==> src/rtl/irq_src_cfg_pkg.sv <==
package irq_src_cfg_pkg;
   localparam int          BIT_MASK  = 31;
   localparam int          BIT_ACT   = 30;
   localparam int          BIT_MODE  = 29;
   localparam int          BIT_POL   = 23;
   localparam int          BIT_SENSE = 22;
   localparam int          PRIO_LSB  = 16;
   localparam int          PRIO_W    = 4;
   localparam logic [31:0] CTRL_RESET = 32'hA000_0000;

   typedef enum logic {
      SEL_CTRL   = 1'b0,
      SEL_TARGET = 1'b1
   } cfg_sel_e;
endpackage

==> src/rtl/irq_line_sampler.sv <==
module irq_line_sampler #(
   parameter int N_SRC       = 16,
   parameter int SYNC_STAGES = 1
) (
   input  logic             clk,
   input  logic             rst_n,
   input  logic [N_SRC-1:0] line_in,
   output logic [N_SRC-1:0] line_lvl,
   output logic [N_SRC-1:0] line_rise
);
   logic [N_SRC-1:0] stage_q [SYNC_STAGES];
   logic [N_SRC-1:0] prev_q;

   generate
      if (SYNC_STAGES < 1) begin : g_bad
         $error("SYNC_STAGES must be at least 1");
      end
      for (genvar s = 0; s < SYNC_STAGES; s++) begin : g_stage
         always_ff @(posedge clk or negedge rst_n) begin
            if (!rst_n)       stage_q[s] <= '0;
            else if (s == 0)  stage_q[s] <= line_in;
            else              stage_q[s] <= stage_q[(s == 0) ? 0 : s-1];
         end
      end
   endgenerate

   always_ff @(posedge clk or negedge rst_n) begin
      if (!rst_n) prev_q <= '0;
      else        prev_q <= stage_q[SYNC_STAGES-1];
   end

   assign line_lvl  = stage_q[SYNC_STAGES-1];
   assign line_rise = stage_q[SYNC_STAGES-1] & ~prev_q;
endmodule

==> src/rtl/irq_src_slot.sv <==
module irq_src_slot
   import irq_src_cfg_pkg::*;
#(
   parameter int N_CPU = 2,
   parameter int VEC_W = 8
) (
   input  logic              clk,
   input  logic              rst_n,
   input  logic              wr_ctrl,
   input  logic              wr_target,
   input  logic [31:0]       wdata,
   input  logic              lvl,
   input  logic              rise,
   input  logic              ack,
   output logic              fwd,
   output logic [PRIO_W-1:0] prio,
   output logic [VEC_W-1:0]  vec,
   output logic [N_CPU-1:0]  dest,
   output logic [31:0]       ctrl_rd,
   output logic [31:0]       target_rd
);
   logic              mask_q, mode_q, pol_q, sense_q;
   logic [PRIO_W-1:0] prio_q;
   logic [VEC_W-1:0]  vec_q;
   logic              act_q, pend_q;
   logic [1:0]        spare_q;
   logic [N_CPU-1:0]  cpu_q;

   // control and target words
   always_ff @(posedge clk or negedge rst_n) begin
      if (!rst_n) begin
         mask_q  <= CTRL_RESET[BIT_MASK];
         mode_q  <= CTRL_RESET[BIT_MODE];
         pol_q   <= 1'b0;
         sense_q <= 1'b0;
         prio_q  <= '0;
         vec_q   <= '0;
         spare_q <= '0;
         cpu_q   <= '0;
      end else begin
         if (wr_ctrl) begin
            mask_q  <= wdata[BIT_MASK];
            mode_q  <= wdata[BIT_MODE];
            pol_q   <= wdata[BIT_POL];
            sense_q <= wdata[BIT_SENSE];
            prio_q  <= wdata[PRIO_LSB +: PRIO_W];
            vec_q   <= wdata[VEC_W-1:0];
         end
         if (wr_target) begin
            spare_q <= wdata[31:30];
            cpu_q   <= wdata[N_CPU-1:0];
         end
      end
   end

   assign fwd = pend_q & ~mask_q & (prio_q != '0) & ~act_q & (|cpu_q);

   // pending and activity tracking
   always_ff @(posedge clk or negedge rst_n) begin
      if (!rst_n) begin
         pend_q <= 1'b0;
         act_q  <= 1'b0;
      end else begin
         if (sense_q)   pend_q <= lvl;
         else if (rise) pend_q <= 1'b1;
         else if (ack)  pend_q <= 1'b0;

         if (fwd)                  act_q <= 1'b1;
         else if (sense_q && !lvl) act_q <= 1'b0;
         else if (!sense_q && ack) act_q <= 1'b0;
      end
   end

   always_comb begin
      ctrl_rd              = '0;
      ctrl_rd[BIT_MASK]    = mask_q;
      ctrl_rd[BIT_ACT]     = act_q;
      ctrl_rd[BIT_MODE]    = mode_q;
      ctrl_rd[BIT_POL]     = pol_q;
      ctrl_rd[BIT_SENSE]   = sense_q;
      ctrl_rd[PRIO_LSB +: PRIO_W] = prio_q;
      ctrl_rd[VEC_W-1:0]   = vec_q;
      target_rd            = '0;
      target_rd[31:30]     = spare_q;
      target_rd[N_CPU-1:0] = cpu_q;
   end

   assign prio = prio_q;
   assign vec  = vec_q;
   assign dest = cpu_q;

   AST_FWD_SETS_ACT: assert property (@(posedge clk) disable iff (!rst_n)
      fwd |=> act_q);
   AST_FWD_ONE_CYCLE: assert property (@(posedge clk) disable iff (!rst_n)
      fwd |=> !fwd);
   AST_EDGE_ACK_CLR: assert property (@(posedge clk) disable iff (!rst_n)
      (!sense_q && ack && !rise && !fwd) |=> (!act_q && !pend_q));
   AST_LEVEL_LOW_CLR: assert property (@(posedge clk) disable iff (!rst_n)
      (sense_q && !lvl && !fwd) |=> !act_q);
endmodule

==> src/rtl/irq_src_cfg.sv <==
module irq_src_cfg
   import irq_src_cfg_pkg::*;
#(
   parameter int N_SRC       = 16,
   parameter int N_CPU       = 2,
   parameter int VEC_W       = 8,
   parameter int IDX_W       = 5,
   parameter int SYNC_STAGES = 1
) (
   input  logic                     clk,
   input  logic                     rst_n,
   input  logic [N_SRC-1:0]         irq_in,
   input  logic [N_SRC-1:0]         ack_clr,
   input  logic                     cfg_wr,
   input  logic                     cfg_rd,
   input  logic                     cfg_sel,
   input  logic [IDX_W-1:0]         cfg_idx,
   input  logic [31:0]              cfg_wdata,
   output logic [31:0]              cfg_rdata,
   output logic [N_SRC-1:0]         fwd_req,
   output logic [N_SRC*PRIO_W-1:0]  fwd_prio,
   output logic [N_SRC*VEC_W-1:0]   fwd_vec,
   output logic [N_SRC*N_CPU-1:0]   fwd_dest
);
   localparam int IDX_SPAN = 1 << IDX_W;

   generate
      if (N_SRC < 1 || N_SRC > IDX_SPAN) begin : g_bad_src
         $error("N_SRC must be between 1 and 2**IDX_W");
      end
      if (N_CPU < 1 || N_CPU > 30) begin : g_bad_cpu
         $error("N_CPU must be between 1 and 30");
      end
      if (VEC_W < 1 || VEC_W > 16) begin : g_bad_vec
         $error("VEC_W must be between 1 and 16");
      end
   endgenerate

   logic [N_SRC-1:0] lvl, rise;
   logic [31:0]      ctrl_rd   [N_SRC];
   logic [31:0]      target_rd [N_SRC];
   logic [31:0]      rd_mux;

   irq_line_sampler #(.N_SRC(N_SRC), .SYNC_STAGES(SYNC_STAGES)) u_sampler (
      .clk       (clk),
      .rst_n     (rst_n),
      .line_in   (irq_in),
      .line_lvl  (lvl),
      .line_rise (rise)
   );

   generate
      for (genvar i = 0; i < N_SRC; i++) begin : g_src
         logic hit;
         assign hit = cfg_wr && (cfg_idx == IDX_W'(i));
         irq_src_slot #(.N_CPU(N_CPU), .VEC_W(VEC_W)) u_slot (
            .clk       (clk),
            .rst_n     (rst_n),
            .wr_ctrl   (hit && (cfg_sel == SEL_CTRL)),
            .wr_target (hit && (cfg_sel == SEL_TARGET)),
            .wdata     (cfg_wdata),
            .lvl       (lvl[i]),
            .rise      (rise[i]),
            .ack       (ack_clr[i]),
            .fwd       (fwd_req[i]),
            .prio      (fwd_prio[i*PRIO_W +: PRIO_W]),
            .vec       (fwd_vec[i*VEC_W +: VEC_W]),
            .dest      (fwd_dest[i*N_CPU +: N_CPU]),
            .ctrl_rd   (ctrl_rd[i]),
            .target_rd (target_rd[i])
         );
      end
   endgenerate

   always_comb begin
      rd_mux = '0;
      for (int i = 0; i < N_SRC; i++) begin
         if (cfg_idx == IDX_W'(i))
            rd_mux = (cfg_sel == SEL_TARGET) ? target_rd[i] : ctrl_rd[i];
      end
   end

   always_ff @(posedge clk or negedge rst_n) begin
      if (!rst_n)      cfg_rdata <= '0;
      else if (cfg_rd) cfg_rdata <= rd_mux;
   end

   AST_RD_OUT_OF_RANGE: assert property (@(posedge clk) disable iff (!rst_n)
      (cfg_rd && ({1'b0, cfg_idx} >= (IDX_W+1)'(N_SRC))) |=> (cfg_rdata == '0));
   AST_RD_HOLD: assert property (@(posedge clk) disable iff (!rst_n)
      (!cfg_rd && !$past(!rst_n)) |=> $stable(cfg_rdata));
endmodule

==> config.mk <==
export PLATFORM = sky130hd
export DESIGN_NAME = irq_src_cfg
export DESIGN_NICKNAME = d
export VERILOG_FILES = /design/src/rtl/irq_src_cfg_pkg.sv /design/src/rtl/irq_line_sampler.sv /design/src/rtl/irq_src_slot.sv /design/src/rtl/irq_src_cfg.sv
export SDC_FILE = /design/constraint.sdc
export NUM_CORES = 1
export LEC_CHECK = 0
export CAP_MARGIN = 20
export CORE_MARGIN = 10
export CORE_UTILIZATION = 50
export CTS_CLUSTER_DIAMETER = 60
export DETAILED_ROUTE_END_ITERATION = 12
export GPL_ROUTABILITY_DRIVEN = 0
export PLACE_DENSITY = 0.77
export SYNTH_ARGS = -nofsm -noshare
export SYNTH_HDL_FRONTEND = slang
export SYNTH_SLANG_ARGS = --single-unit
==> constraint.sdc <==
create_clock -name clk -period 2.4 [get_ports clk]
set_input_delay 0.48 -clock clk [delete_from_list [all_inputs] [get_ports clk]]
set_output_delay 0.48 -clock clk [all_outputs]
set_load 0.01 [all_outputs]
==> metrics, run 1 <==
worst setup margin 0.0241 ns; startpoint of the worst register-to-register path g_src[1].u_slot.prio[2]$_DFFE_PN0P_; outcome completed; Std-Cell Core Area 36,500 µm²; unrepaired setup endpoints after global routing yes; number of global-route vias before repair 15,200; leak pwr 11.1 nW; Max Slew Vio Count 0; fraction of final layout cells sized beyond drive strength 1 35.6%; number of buffers created by CTS 44; category of the critical setup timing path primary input to flop; maximum number of pins on one net before global-route repair 69; pwr dens 782 nW/µm²; post-route core utilization 67.6%; number of nets with antenna violations after detailed routing 0; fraction of registers with async set or reset after synthesis 100%; period utilisation layout 99.0%; Post-Synthesis Cell Area 18,500 µm²; vias per cell 6.14; ranking of synthesized cells by instance count 369 x sky130_fd_sc_hd__dfrtp_1, 352 x sky130_fd_sc_hd__mux2_2, 77 x sky130_fd_sc_hd__nor2_1, 62 x sky130_fd_sc_hd__nand3_1, 47 x sky130_fd_sc_hd__buf_4; final hold violation count 0; type of origin of the critical path primary input; Post-route DRC 0; post-route insts no fill 2,314; average cell area after synthesis 12.9 µm²; Die Y-Extent 212 µm; first drt pass iteration count 6; min Tclk post-route 2.38 ns; area of all placed cells without fillers 24,700 µm²; total wirelength of the detailed-routed design 61.9 mm; worst slew pin tran 0.784 ns; initial antenna violation count 3; Die Width 212 µm; most common cell in the netlist sky130_fd_sc_hd__dfrtp_1; Fmax 0.421 GHz; maximum clock insertion buffer count 3; aggregate global-route resource usage 27.3%; most area-hungry cell type in the Yosys netlist sky130_fd_sc_hd__dfrtp_1; number of sinks driven by the clock tree 401; capture point of the worst reg-to-reg path cfg_rdata[18]$_DFFE_PN0P_; post-synth top area share 50.0%; effective utilization at floorplan 50.6%; largest voltage drop on the vdd net 0.585 mV; maxcap violations 0; wire length of the first global-routing pass 94.2 mm; Hold Path Class primary input to flop; endpoint of the worst hold path u_sampler.line_lvl[1]$_DFF_PN0_; area post-placement 23,000 µm²; remaining global-route overflow 0; CP Buf/Inv Count 2; clock latency on the worst-skew pair 0.57 ns; setup clock skew after layout 0.0288 ns; count of routing violations after the opening detailed-route iteration 1,219; Post-synth EDFFs 0; Distinct cells, synth 58; worst setup slack before clock tree synthesis -0.701 ns; post-CTS clock slew at the launch and capture registers of the worst setup and hold paths 0.06 ns; delay of the slowest cell on the worst path 0.69 ns; worst hold path depth 1; count of boundary I/O pins 346; average wire per standard cell 26.8 µm; Register-to-Register Setup Slack 0.56 ns; Relative slew margins 47.5%; post-DP HPWL 44.6 mm; Area growth, synth to finish 33.7%; root buffer selected by CTS sky130_fd_sc_hd__clkbuf_16; slowest stage cell on the critical path sky130_fd_sc_hd__clkdlybuf4s50_1; post-synthesis sequential area ratio 54.6%; die area 45,000 µm²; Yosys warning count 0; path depth of the worst reg2reg path 4; Critical Path RT 2.83 ns; number of fill cells in the layout 2,636; ranking of synthesized cells by area sky130_fd_sc_hd__dfrtp_1 50%, sky130_fd_sc_hd__mux2_2 21%, sky130_fd_sc_hd__dfstp_2 4.6%; Final #Nets 1,884; Vias 14,200; Syn Inst Count 1,426; Placed Instances 2,230; TritonCTS clock tree built; port bufs 315; H-Tree Level Count 2; Site Rows 70; critical path endpoint category flop; critical path arrival 2.81 ns; worst min-delay path startpoint irq_in[1]; flip-flop and latch count after synthesis 401; series of cell instances along the critical path clkdlybuf4s50_1 > nor2_2 > and2_1 > buf_4 > a222oi_1 > nor2_1 > o32a_1; crit-path leading delay family compound AO/OA/AOI/OAI gates; Hold Worst Slack 0.349 ns; post-route setup TNS 0 ns; final number of setup-violating endpoints 0; worst-path maximum fanout 15; predominant post-synthesis flop cell sky130_fd_sc_hd__dfrtp_1; Total Power 19.3 mW
power by group:
part / total [mW] / leakage [nW] / internal (mW) / switching [mW]
Sequential: 8.54 / 5.16 / 7.66 / 0.874
Clock: 7.03 / 0.739 / 4.20 / 2.83
Combinational: 3.76 / 5.17 / 2.10 / 1.66
Total: 19.3 / 11.1 / 14.0 / 5.36
sequential cells by signal, indices dropped and copies added (netlist names):
signal / count
cfg_rdata: 17
g_src.u_slot.prio: 64
u_sampler.line_lvl: 16
g_src.u_slot.mask_q: 16
g_src.u_slot.mode_q: 16
g_src.u_slot.spare_q: 32
g_src.u_slot.sense_q: 16
g_src.u_slot.pend_q: 16
g_src.u_slot.pol_q: 16
g_src.u_slot.act_q: 16
g_src.u_slot.dest: 32
g_src.u_slot.vec: 128
u_sampler.prev_q: 16
per-layer routing:
metal / share of wire [%] / GRT usage [%] / vias up / wire length (µm)
met1: 38 / 33.1 / 7317 / 23700
met5: 0.048 / 0 / - / 30
li1: - / - / 6101 / -
met4: 3.2 / 8.95 / 6 / 1970
met3: 10 / 9.28 / 129 / 6230
met2: 48 / 45.0 / 655 / 30000
how the worst max path moves through the flow:
| stage | depth (start not counted) | endpoint | startpoint |
|---|---|---|---|
| final | 7 | cfg_rdata[18]$_DFFE_PN0P_ | cfg_idx[3] |
| after global placement | 6 | cfg_rdata[6]$_DFFE_PN0P_ | cfg_idx[3] |
| after detailed placement | 6 | cfg_rdata[6]$_DFFE_PN0P_ | cfg_idx[3] |
| after floorplan | 8 | g_src[3].u_slot.prio[0]$_DFFE_PN0P_ | cfg_idx[4] |
| after global routing | 4 | fwd_req[14] | g_src[14].u_slot.prio[0]$_DFFE_PN0P_ |
| after CTS | 4 | fwd_req[13] | g_src[13].u_slot.prio[3]$_DFFE_PN0P_ |
cells by family (layout without fill, tap and decap cells):
| logic type | Yosys count | after routing | share of synthesized area, % |
|---|---|---|---|
| AOI/OAI and AO/OA | 228 | 228 | 9.91 |
| buffers and inverters | 148 | 553 | 4.34 |
| DFF | 401 | 401 | 54.6 |
| muxes | 380 | 380 | 23.0 |
| other | 1 | 16 | 0.0203 |
| and+or+nand+nor | 268 | 268 | 8.18 |
cell type report:
class	count	area [µm²]	share of cell area, %
flip-flops and latches	401	10100	40.8
multi-input cells	891	7830	31.7
repair buffers	460	4630	18.7
clock buffers	59	1280	5.18
well taps	468	586	2.37
clock inverters	22	248	1.00
inverters	12	45.0	0.182
diodes	1	2.50	0.0101
placed cells by master, fill, tap and decap left out, drive strengths merged, types with 5 or more instances in the layout:
cell type and instances:
clkinv 7, mux2 352, conb 15, a22o 29
nand2 15, nor3b 6, nand3 68, nand2b 20
mux2i 28, a21o 9, dfrtp 369, nor2b 14
o22ai 12, a222oi 26, clkbuf 59, a221o 13
o211ai 12, a221oi 8, a21oi 16, nor3 10
nor4 17, and2 9, clkinvlp 6, clkdlybuf4s50 297
o21ai 32, dfstp 32, a211oi 8, nand4 16
nor2 77, and3 5, dlygate4sd2 15, buf 146
o32a 13, a32oi 26, inv 17
what timing repair did:
action | in CTS | in global routing
pin swaps | 4 | 4
endpoints found under the setup margin | 29 | 6
endpoints found under the hold margin | 45 | 0
hold buffers | 1 | 0
resized for setup | 38 | 7
setup buffers | 0 | 1
Power figures use the tool's default switching activity.
==> run 2: changes to the inputs <==
HOLD_SLACK_MARGIN = 0.02   (was not set)
==> results of run 2 <==
Same layout as run 1: the final DEF is identical, and so are final timing and power.
==> run 3: changes to the inputs <==
CAP_MARGIN = 0   (was 20)
CORE_MARGIN = not set   (was 10)
SLEW_MARGIN = 40   (was not set)
==> run 3 against run 2 <==
Compared with the run above: first-iteration DRC count decreased by 12%; register-to-register slack got worse by 0.04 ns; highest routed layer unchanged; sequential share of layout area about the same; final cell count fell by 0.17%; die area is 16% lower; core utilization up 0.12 points; largest power group unchanged.
==> metrics, run 3 (same netlist as run 1, synthesis figures left out) <==
outcome completed (unchanged); post-route setup TNS 0 ns (unchanged); Area growth, synth to finish 33.7% (about the same); number of nets with antenna violations after detailed routing 0 (unchanged); average wire per standard cell 25.5 µm (was 26.8 µm); worst-path maximum fanout 17 (was 15); Register-to-Register Setup Slack 0.52 ns (was 0.56 ns); critical path endpoint category flop (unchanged); Vias 14,300 (was 14,200); root buffer selected by CTS sky130_fd_sc_hd__clkbuf_16 (unchanged); flip-flop count of the largest register, all copies and words added 128 (unchanged); count of antenna diodes in the layout 0 (was 1); clock latency on the worst-skew pair 0.54 ns (was 0.57 ns); pwr dens 772 nW/µm² (was 782 nW/µm²); Max Slew Vio Count 0 (unchanged); Std-Cell Core Area 36,400 µm² (was 36,500 µm²); Site Rows 70 (unchanged); maximum clock insertion buffer count 3 (unchanged); critical path arrival 2.79 ns (was 2.81 ns); number of global-route vias before repair 14,800 (was 15,200); category of the critical setup timing path primary input to flop (unchanged); CP Buf/Inv Count 4 (was 2); leak pwr 11.1 nW (about the same); final number of setup-violating endpoints 0 (unchanged); crit-path leading delay family compound AO/OA/AOI/OAI gates (unchanged); path depth of the worst reg2reg path 6 (was 4); final hold violation count 0 (unchanged); setup clock skew after layout 0.0183 ns (was 0.0288 ns); Die Y-Extent 194 µm (was 212 µm); slowest stage cell on the critical path sky130_fd_sc_hd__a222oi_1 (was sky130_fd_sc_hd__clkdlybuf4s50_1); post-route core utilization 67.7% (was 67.6%); min Tclk post-route 2.37 ns (was 2.38 ns); most used cells in the layout excluding fill and tap cells 366 x sky130_fd_sc_hd__dfrtp_1, 352 x sky130_fd_sc_hd__mux2_2, 296 x sky130_fd_sc_hd__clkdlybuf4s50_1 (was 365 x sky130_fd_sc_hd__dfrtp_1, 352 x sky130_fd_sc_hd__mux2_2, 297 x sky130_fd_sc_hd__clkdlybuf4s50_1); initial antenna violation count 1 (was 3); unrepaired setup endpoints after global routing no (was yes); delay of the slowest cell on the worst path 0.56 ns (was 0.69 ns); startpoint of the worst register-to-register path g_src[0].u_slot.dest[0]$_DFFE_PN0P_ (was g_src[1].u_slot.prio[2]$_DFFE_PN0P_); remaining global-route overflow 0 (unchanged); fraction of final layout cells sized beyond drive strength 1 35.4% (was 35.6%); capture point of the worst reg-to-reg path cfg_rdata[0]$_DFFE_PN0P_ (was cfg_rdata[18]$_DFFE_PN0P_); Post-route DRC 0 (unchanged); Fmax 0.421 GHz (about the same); capture point of the worst path cfg_rdata[18]$_DFFE_PN0P_ (unchanged); wire length of the first global-routing pass 90.3 mm (was 94.2 mm); number of buffers created by CTS 42 (was 44); H-Tree Level Count 2 (unchanged); type of origin of the critical path primary input (unchanged); Die Width 194 µm (was 212 µm); port bufs 315 (unchanged); vias per cell 6.21 (was 6.14); total wirelength of the detailed-routed design 59.0 mm (was 61.9 mm); Final #Nets 1,885 (was 1,884); maxcap violations 0 (unchanged); number of sinks driven by the clock tree 401 (unchanged); most frequent cell on the critical path sky130_fd_sc_hd__buf_12; post-CTS clock slew at the launch and capture registers of the worst setup and hold paths 0.06 ns (about the same); count of routing violations after the opening detailed-route iteration 1,068 (was 1,219); maximum number of pins on one net before global-route repair 67 (was 69); Setup crit start cfg_idx[4] (was cfg_idx[3]); count of boundary I/O pins 346 (unchanged); first drt pass iteration count 5 (was 6); Critical Path RT 2.82 ns (was 2.83 ns); Relative slew margins 49.4% (was 47.5%); worst setup slack before clock tree synthesis -0.524 ns (was -0.701 ns); commonest non-fill, non-tap cell in the layout sky130_fd_sc_hd__dfrtp_1 (unchanged); Crit path depth 9 (was 7); Hold Path Class primary input to flop (unchanged); series of cell instances along the critical path clkdlybuf4s50_1 > buf_12 > buf_4 > nor3_4 > buf_12 > a22o_1 > a222oi_1 > nor2_1 > o32a_1 (was clkdlybuf4s50_1 > nor2_2 > and2_1 > buf_4 > a222oi_1 > nor2_1 > o32a_1); aggregate global-route resource usage 31.4% (was 27.3%); period utilisation layout 98.9% (was 99.0%); worst slew pin tran 0.756 ns (was 0.784 ns); die area 37,700 µm² (was 45,000 µm²); worst setup margin 0.0272 ns (was 0.0241 ns); largest voltage drop on the vdd net 0.605 mV (was 0.585 mV); effective utilization at floorplan 50.7% (was 50.6%); TritonCTS clock tree built (unchanged); post-DP HPWL 41.7 mm (was 44.6 mm)
==> run 3: cell types whose count changed in the layout (fill, tap and decap cells not counted), moves of 3 or more <==
| cell | delta |
|---|---|
| sky130_fd_sc_hd__clkbuf_1 | +4 |
| sky130_fd_sc_hd__inv_6 | -3 |
| sky130_fd_sc_hd__dlymetal6s2s_1 | +4 |
| sky130_fd_sc_hd__clkinvlp_4 | -4 |
==> run 3: metrics by stage <==
| stage | cell area, µm² | instances | power, mW | hold WS (ns) |
|---|---|---|---|---|
| CTS | 24600 | 2309 | 19.1 | 0.369 |
| floorplan | 18500 | 1440 | 9.95 | 0.184 |
| detailed placement | 23000 | 2225 | 12.2 | 0.390 |
| global placement | 23000 | 2225 | 12.1 | 0.383 |
| finish | 24700 | 2310 | 19.0 | 0.379 |
| global route | 24700 | 2310 | 19.7 | 0.369 |
==> run 3: how the worst min path moves through the flow <==
stage	slack [ns]	start	cells past startpoint	to
2_1_floorplan	0.18	rst_n	0	cfg_rdata[0]$_DFFE_PN0P_
3_3_place_gp	0.38	u_sampler.line_lvl[9]$_DFF_PN0_	0	u_sampler.prev_q[9]$_DFF_PN0_
3_5_place_dp	0.39	u_sampler.line_lvl[1]$_DFF_PN0_	0	u_sampler.prev_q[1]$_DFF_PN0_
4_1_cts	0.37	irq_in[1]	1	u_sampler.line_lvl[1]$_DFF_PN0_
5_1_grt	0.37	irq_in[1]	1	u_sampler.line_lvl[1]$_DFF_PN0_
6_report	0.38	irq_in[1]	1	u_sampler.line_lvl[1]$_DFF_PN0_
==> run 3: layout make-up <==
class                   count  area [µm²]
fillers                  2556       11800
flip-flops and latches    401       10100
multi-input cells         891        7840
repair buffers            463        4690
clock buffers              59        1220
well taps                 468         586
clock inverters            16         229
inverters                  12        45.0
==> run 3: worst reg2reg max path, delay by kind of cell (launching register included) <==
family	cells	cell delay [ns]
flops	1	0.41
buf+inv	1	0.16
mux	1	0.30
compound gates	4	0.87
==> run 3: repair_timing <==
| item | in CTS | in global routing |
|---|---|---|
| hold endpoints to repair | 37 | 0 |
| cloned | 0 | 0 |
| resized for setup | 39 | 7 |
| setup buffers | 8 | 1 |
| pin swaps | 9 | 3 |
| hold buffers | 1 | 0 |
| endpoints found under the setup margin | 16 | 8 |
==> run 3: where the power goes <==
part / internal (mW) / switching (mW)
clock: 4.09 / 2.69
combinational: 2.11 / 1.62
sequential: 7.66 / 0.880
total: 13.9 / 5.19
==> run 3: metal layers <==
metal,track usage (%),vias up,share of wire [%]
li1,-,6120,-
met1,40.8,7346,39
met2,50.9,736,48
met3,7.51,138,9.6
met4,11.9,2,3.7
met5,0,-,0.022
